===== config.mk =====
export PLATFORM = sky130hd
export DESIGN_NAME = uart_irq_hub
export DESIGN_NICKNAME = d
export VERILOG_FILES = /design/src/rtl/uart_irq_pkg.sv /design/src/rtl/irq_cor_reg.sv /design/src/rtl/irq_tmo_fsm.sv /design/src/rtl/uart_irq_hub.sv
export SDC_FILE = /design/constraint.sdc
export NUM_CORES = 1
export LEC_CHECK = 0
export CAP_MARGIN = 10
export CORE_ASPECT_RATIO = 1.4
export CORE_MARGIN = 1.5
export CORE_UTILIZATION = 50
export CTS_BUF_LIST = sky130_fd_sc_hd__clkbuf_8
export DETAILED_ROUTE_END_ITERATION = 6
export GPL_TIMING_DRIVEN = 0
export PLACE_DENSITY = 0.8
export SLEW_MARGIN = 20
export SYNTH_ARGS = -nofsm -noshare
export SYNTH_HDL_FRONTEND = slang
export SYNTH_SLANG_ARGS = --single-unit

===== constraint.sdc =====
create_clock -name clk -period 2.65 [get_ports clk]
set_clock_uncertainty 0.05 [all_clocks]
set_input_delay 0.53 -clock clk [delete_from_list [all_inputs] [get_ports clk]]
set_output_delay 0.53 -clock clk [all_outputs]
set_load 0.01 [all_outputs]

===== src/rtl/uart_irq_pkg.sv =====
package uart_irq_pkg;
    localparam int BYTE_W = 8;

    localparam logic [2:0] ADDR_TOP  = 3'd0;
    localparam logic [2:0] ADDR_LINE = 3'd1;
    localparam logic [2:0] ADDR_SPEC = 3'd2;
    localparam logic [2:0] ADDR_GRP  = 3'd3;
    localparam logic [2:0] ADDR_TMO  = 3'd4;

    localparam logic [BYTE_W-1:0] TOP_RESET = 8'h60;

    typedef enum logic [1:0] {
        TMO_IDLE    = 2'd0,
        TMO_COUNT   = 2'd1,
        TMO_EXPIRED = 2'd2
    } tmo_state_t;
endpackage


===== src/rtl/irq_cor_reg.sv =====
module irq_cor_reg #(
    parameter int         W   = 8,
    parameter logic [W-1:0] RST = '0
) (
    input  logic         clk,
    input  logic         rst_n,
    input  logic         clr,
    input  logic [W-1:0] set,
    output logic [W-1:0] q
);
    // A set in the clearing cycle wins over the clear.
    always_ff @(posedge clk or negedge rst_n) begin
        if (!rst_n) q <= RST;
        else        q <= (clr ? '0 : q) | set;
    end
endmodule


===== src/rtl/irq_tmo_fsm.sv =====
module irq_tmo_fsm
    import uart_irq_pkg::*;
#(
    parameter int TMO_W = 8
) (
    input  logic             clk,
    input  logic             rst_n,
    input  logic [TMO_W-1:0] limit,
    input  logic             rx_nonempty,
    input  logic             rx_push,
    input  logic             rx_pop,
    input  logic             char_tick,
    output logic             tmo_flag
);
    tmo_state_t       state, state_nx;
    logic [TMO_W-1:0] cnt, cnt_nx;
    logic [TMO_W:0]   cnt_inc;
    logic             disarm, restart;

    assign cnt_inc = {1'b0, cnt} + 1'b1;
    assign disarm  = !rx_nonempty || (limit == '0);
    assign restart = rx_push || rx_pop;

    always_ff @(posedge clk or negedge rst_n) begin
        if (!rst_n) begin
            state <= TMO_IDLE;
            cnt   <= '0;
        end else begin
            state <= state_nx;
            cnt   <= cnt_nx;
        end
    end

    always_comb begin
        state_nx = state;
        cnt_nx   = cnt;
        if (disarm) begin
            state_nx = TMO_IDLE;
            cnt_nx   = '0;
        end else begin
            unique case (state)
                TMO_IDLE: begin
                    state_nx = TMO_COUNT;
                    cnt_nx   = '0;
                end
                TMO_COUNT: begin
                    if (restart) begin
                        cnt_nx = '0;
                    end else if (char_tick) begin
                        if (cnt_inc >= {1'b0, limit}) state_nx = TMO_EXPIRED;
                        else                          cnt_nx   = cnt_inc[TMO_W-1:0];
                    end
                end
                TMO_EXPIRED: begin
                    if (restart) begin
                        state_nx = TMO_COUNT;
                        cnt_nx   = '0;
                    end
                end
                default: begin
                    state_nx = TMO_IDLE;
                    cnt_nx   = '0;
                end
            endcase
        end
    end

    always_comb begin
        tmo_flag = (state == TMO_EXPIRED);
    end
endmodule


===== src/rtl/uart_irq_hub.sv =====
module uart_irq_hub
    import uart_irq_pkg::*;
#(
    parameter int SPEC_W = 6,
    parameter int GRP_W  = 8,
    parameter int TMO_W  = 8
) (
    input  logic              clk,
    input  logic              rst_n,
    input  logic [2:0]        reg_addr,
    input  logic              reg_rd,
    input  logic              reg_wr,
    input  logic [BYTE_W-1:0] reg_wdata,
    output logic [BYTE_W-1:0] reg_rdata,
    input  logic              ev_cts_chg,
    input  logic              ev_rx_empty,
    input  logic              ev_tx_empty,
    input  logic              ev_tx_trig,
    input  logic              ev_rx_trig,
    input  logic [SPEC_W-1:0] spec_ev,
    input  logic [GRP_W-1:0]  grp_ev,
    input  logic [4:0]        head_err,
    input  logic              rx_push,
    input  logic              rx_pop,
    input  logic              rx_nonempty,
    input  logic              char_tick,
    output logic              irq_n
);
    localparam int LINE_W = 6;

    logic [BYTE_W-1:0] top_en;
    logic [LINE_W-1:0] line_en;
    logic [SPEC_W-1:0] spec_en;
    logic [GRP_W-1:0]  grp_en;
    logic [TMO_W-1:0]  tmo_val;

    logic [BYTE_W-1:0] top_q, top_set;
    logic [SPEC_W-1:0] spec_q;
    logic [GRP_W-1:0]  grp_q;
    logic [LINE_W-1:0] line_stat;
    logic              tmo_flag;
    logic              line_agg, spec_agg, grp_agg;
    logic              line_agg_q, spec_agg_q, grp_agg_q;
    logic              rd_top, rd_spec, rd_grp;
    logic [BYTE_W-1:0] spec_byte, grp_byte, tmo_byte;

    always_ff @(posedge clk or negedge rst_n) begin
        if (!rst_n) begin
            top_en  <= '0;
            line_en <= '0;
            spec_en <= '0;
            grp_en  <= '0;
            tmo_val <= '0;
        end else if (reg_wr) begin
            unique case (reg_addr)
                ADDR_TOP:  top_en  <= reg_wdata;
                ADDR_LINE: line_en <= reg_wdata[LINE_W-1:0];
                ADDR_SPEC: spec_en <= reg_wdata[SPEC_W-1:0];
                ADDR_GRP:  grp_en  <= reg_wdata[GRP_W-1:0];
                ADDR_TMO:  tmo_val <= reg_wdata[TMO_W-1:0];
                default: ;
            endcase
        end
    end

    assign rd_top  = reg_rd && (reg_addr == ADDR_TOP);
    assign rd_spec = reg_rd && (reg_addr == ADDR_SPEC);
    assign rd_grp  = reg_rd && (reg_addr == ADDR_GRP);

    irq_tmo_fsm #(.TMO_W(TMO_W)) u_tmo (
        .clk         (clk),
        .rst_n       (rst_n),
        .limit       (tmo_val),
        .rx_nonempty (rx_nonempty),
        .rx_push     (rx_push),
        .rx_pop      (rx_pop),
        .char_tick   (char_tick),
        .tmo_flag    (tmo_flag)
    );

    assign line_stat = {head_err, tmo_flag};
    assign line_agg  = |(line_stat & line_en);
    assign spec_agg  = |(spec_q & spec_en);
    assign grp_agg   = |(grp_q & grp_en);

    always_ff @(posedge clk or negedge rst_n) begin
        if (!rst_n) begin
            line_agg_q <= 1'b0;
            spec_agg_q <= 1'b0;
            grp_agg_q  <= 1'b0;
        end else begin
            line_agg_q <= line_agg;
            spec_agg_q <= spec_agg;
            grp_agg_q  <= grp_agg;
        end
    end

    assign top_set = {ev_cts_chg, ev_rx_empty, ev_tx_empty, ev_tx_trig, ev_rx_trig,
                      grp_agg & !grp_agg_q, spec_agg & !spec_agg_q, line_agg & !line_agg_q};

    irq_cor_reg #(.W(BYTE_W), .RST(TOP_RESET)) u_top (
        .clk(clk), .rst_n(rst_n), .clr(rd_top), .set(top_set), .q(top_q)
    );
    irq_cor_reg #(.W(SPEC_W), .RST('0)) u_spec (
        .clk(clk), .rst_n(rst_n), .clr(rd_spec), .set(spec_ev), .q(spec_q)
    );
    irq_cor_reg #(.W(GRP_W), .RST('0)) u_grp (
        .clk(clk), .rst_n(rst_n), .clr(rd_grp), .set(grp_ev), .q(grp_q)
    );

    always_comb begin
        spec_byte = '0;
        spec_byte[SPEC_W-1:0] = spec_q;
        grp_byte = '0;
        grp_byte[GRP_W-1:0] = grp_q;
        tmo_byte = '0;
        tmo_byte[TMO_W-1:0] = tmo_val;
    end

    always_comb begin
        unique case (reg_addr)
            ADDR_TOP:  reg_rdata = top_q;
            ADDR_LINE: reg_rdata = {2'b00, line_stat};
            ADDR_SPEC: reg_rdata = spec_byte;
            ADDR_GRP:  reg_rdata = grp_byte;
            ADDR_TMO:  reg_rdata = tmo_byte;
            default:   reg_rdata = '0;
        endcase
    end

    assign irq_n = !(|(top_q & top_en));
endmodule


==> summary.txt <==
Synthesis
  – Yosys warning count: 0
  – Post-synthesis sequential area ratio: 0.524
  – Netlist cell types: 45
  – Cells after synthesis: 291
  – Share of synthesized cell area in full adder, half adder and majority cells: 0.0331
  – Post-synth top flop: dfrtp_1
  – Share of flip-flops with an asynchronous set or reset: 1.00
  – Syn_nets: 343
  – Post-Synthesis Mean Instance Area: 11.7 um^2
  – Post-Synth Simple-Gate Area: 0.104
  – Compound-Gate Fraction of Synth Area: 0.167
  – Combinational family with the most area after synthesis: compound AO/OA/AOI/OAI gates
  – Mapped cell area: 3400 um^2
  – EDFF count, synth: 0
  – Post-synthesis register bit count: 71
  – Synth Area in XOR/XNOR: 0.0129
  – Multiplexer area fraction after synthesis: 0.136

Finish
  – ANT cells: 0
  – Most common cell after layout, fill and taps aside: dfrtp_1
  – Area Overhead vs Synth: 32.2%
  – Layout fillers: 456
  – Final instance area: 4490 um^2
  – Share of cells above drive strength 1: 0.275
  – Most frequent cells in the layout: dfrtp_1 (65), clkdlybuf4s50_1 (39), mux2_2 (29)
  – Fin nets: 422

Critical path
  – WS Path Type: reg -> reg
  – Top delay family on crit path: compound AO/OA/AOI/OAI gates
  – Worst Setup End Kind: register
  – CP Data Required Time: 2.84 ns
  – Cell breakdown of the critical path: ha_4, nand3_4, nor2_4, xor2_2, ha_1, and3_4, a221oi_4, o21ai_2, o31a_1, a221o_1
  – CP Buf/Inv Count: 0
  – CP startpoint kind: register
  – CP max FO: 8
  – Slowest stage delay, CP: 0.45 ns
  – Worst EP arrival: 2.94 ns
  – Critical-path top delay cell: dfrtp_2

Global route
  – GRT Total Usage: 0.256
  – Antenna violations before repair: 0
  – Vias in the first global route: 2765
  – Largest net degree at the start of global routing: 40
  – Grt ovf: 0
  – First-pass GRT wire length: 13800 um

Drt
  – DRC Markers: 0
  – WL/cell: 19.6 um
  – Total Wirelength: 8810 um
  – Starting DRC count in detailed routing: 140
  – Remaining antenna violation count: 0
  – Pre-antenna DRT Iters: 4
  – Via density: 5.97
  – Via count: 2679

Timing
  – Fin worst setup slack: -0.0944 ns
  – Fin. Hold Viols: 0
  – Rel. slew slack: 0.551
  – Post-route clock period utilization: 1.04
  – Post-Route Setup TNS: -0.257 ns
  – Worst-Margin Slew: 0.670 ns
  – Max Slew Vio Count: 0
  – Final setup vio count: 7
  – Tmin final: 2.74 ns
  – RSZ-0062 raised after global routing: true
  – Max frequency: 0.364 GHz

Floorplan
  – Die W: 72.7 um
  – Core ar.: 6570 um^2
  – Die area: 7310 um^2
  – Starting density of the core: 0.517
  – Die Ht: 101 um
  – Rows: 35
  – I/O pins: 52

Place
  – Number of port buffers: 51
  – DP HPWL: 6010 um
  – Area after DPL: 4040 um^2
  – Final Wtd Congestion: 0.904

Clock network
  – # clock sinks: 71
  – Clk_lat worst skew: 0.35 ns
  – TritonCTS buffer count: 9
  – Max clock buf depth: 2
  – CTS root buf: clkbuf_8
  – Clk pin slew, worst setup/hold paths: 0.08 ns
  – CTS Hold Bufs: 0
  – H-tree depth: 3
  – CTS tree: built

Pwr
  – Leakage Power: 1.98 nW
  – Pwr/cell area: 606 nW/um^2
  – Power Total: 0.00272 W
  – Maximum VDD drop: 421 uV

Job
  – Max Cap Viol: 0

Run status
  – Failing checks: setup timing
  – Status: finished with violations

Min path
  – Worst min-delay path class: in -> async
==> layout make-up <==
class	count	area (um^2)	area share
clock buffers	10	138	0.0306
well taps	74	92.6	0.0206
plain buffers	6	48.8	0.0109
inverters	13	48.8	0.0109
repair buffers	69	647	0.144
flip-flops and latches	71	1780	0.397
clock inverters	6	61.3	0.0136
multi-input cells	200	1670	0.372
==> repair_timing <==
action	4_1_cts	5_1_grt
endpoints found under the setup margin	16	13
buffers inserted	9	8
pin swaps	13	5
gates resized for setup	37	10
==> power breakdown <==
group,internal (W),total (W),switching [W]
sequential,0.00124,0.00136,0.000118
combinational,0.000279,0.000498,0.000219
clock,0.000457,0.000868,0.000411
total,0.00198,0.00272,0.000748
==> state kept, by name, indices dropped and copies added (netlist names), 6 cells and up <==
signal / count
u_tmo.cnt: 8
top_en: 8
u_grp.q: 8
grp_en: 8
u_top.q: 8
u_spec.q: 6
spec_en: 6
line_en: 6
tmo_byte: 8
==> through the flow <==
step / utilization / std cells / hold slack (ns) / setup slack (ns)
floorplan: - / 291 / 0.184 / 0.00891
detailed placement: 0.614 / 417 / 0.446 / -0.616
global route: 0.684 / 449 / 0.0882 / -0.185
global placement: 0.612 / 416 / 0.439 / -1.33
CTS: 0.665 / 441 / 0.0692 / -0.0750
finish: 0.684 / 449 / 0.0584 / -0.0944
==> metal layers <==
layer,wire (um),part of all wire,global-route usage
met2,4690,0.53,0.457
met4,326,0.037,0.109
met3,323,0.037,0.0420
met5,0,0,0
met1,3470,0.39,0.298
==> final timing paths <==
path	from	end	slack, ns	cells after the start
setup / recovery	u_tmo.cnt[0]$_DFFE_PN0P_	u_tmo.cnt[2]$_DFFE_PN0P_	-0.09	10
hold / removal	rst_n	u_tmo.cnt[1]$_DFFE_PN0P_	0.06	1
setup reg to reg	u_tmo.cnt[0]$_DFFE_PN0P_	u_tmo.cnt[2]$_DFFE_PN0P_	-0.09	10
hold reg to reg	spec_en[5]$_DFFE_PN0P_	spec_en[5]$_DFFE_PN0P_	0.46	1
max in group asynchronous	rst_n	u_top.q[2]$_DFF_PN0_	1.94	2
min in group clk	spec_en[5]$_DFFE_PN0P_	spec_en[5]$_DFFE_PN0P_	0.46	1
==> Yosys cell counts (2+ instances only) <==
cell type  instances  area, um^2
o22ai_1            4        25.0
dfstp_2            2        52.6
nor2_1            14        52.6
nand3_1            9        45.0
nor4_1             2        12.5
mux2i_1            8        80.1
clkbuf_1           4        15.0
xor2_1             4        35.0
a21o_1            21         158
ha_1               9         113
mux4_2             2        45.0
o21ai_0           13        65.1
a21oi_1            8        40.0
a22o_1             3        26.3
a22o_2             5        50.1
inv_1             13        48.8
nand4_1            4        25.0
a22oi_1           11        82.6
a222oi_1           2        20.0
mux2_2            30         338
and3_1             5        31.3
nor2b_1            6        37.5
nand2_1           16        60.1
nand2b_1           5        31.3
dfrtp_1           69        1730
and2_1             2        12.5
buf_2              2        10.0
==> kinds of logic after synthesis <==
family / Yosys count
mux: 40
flops: 71
buf+inv: 20
fa+ha+maj: 9
xor+xnor: 5
compound gates: 78
simple gates: 68
Power figures use the tool's default switching activity.
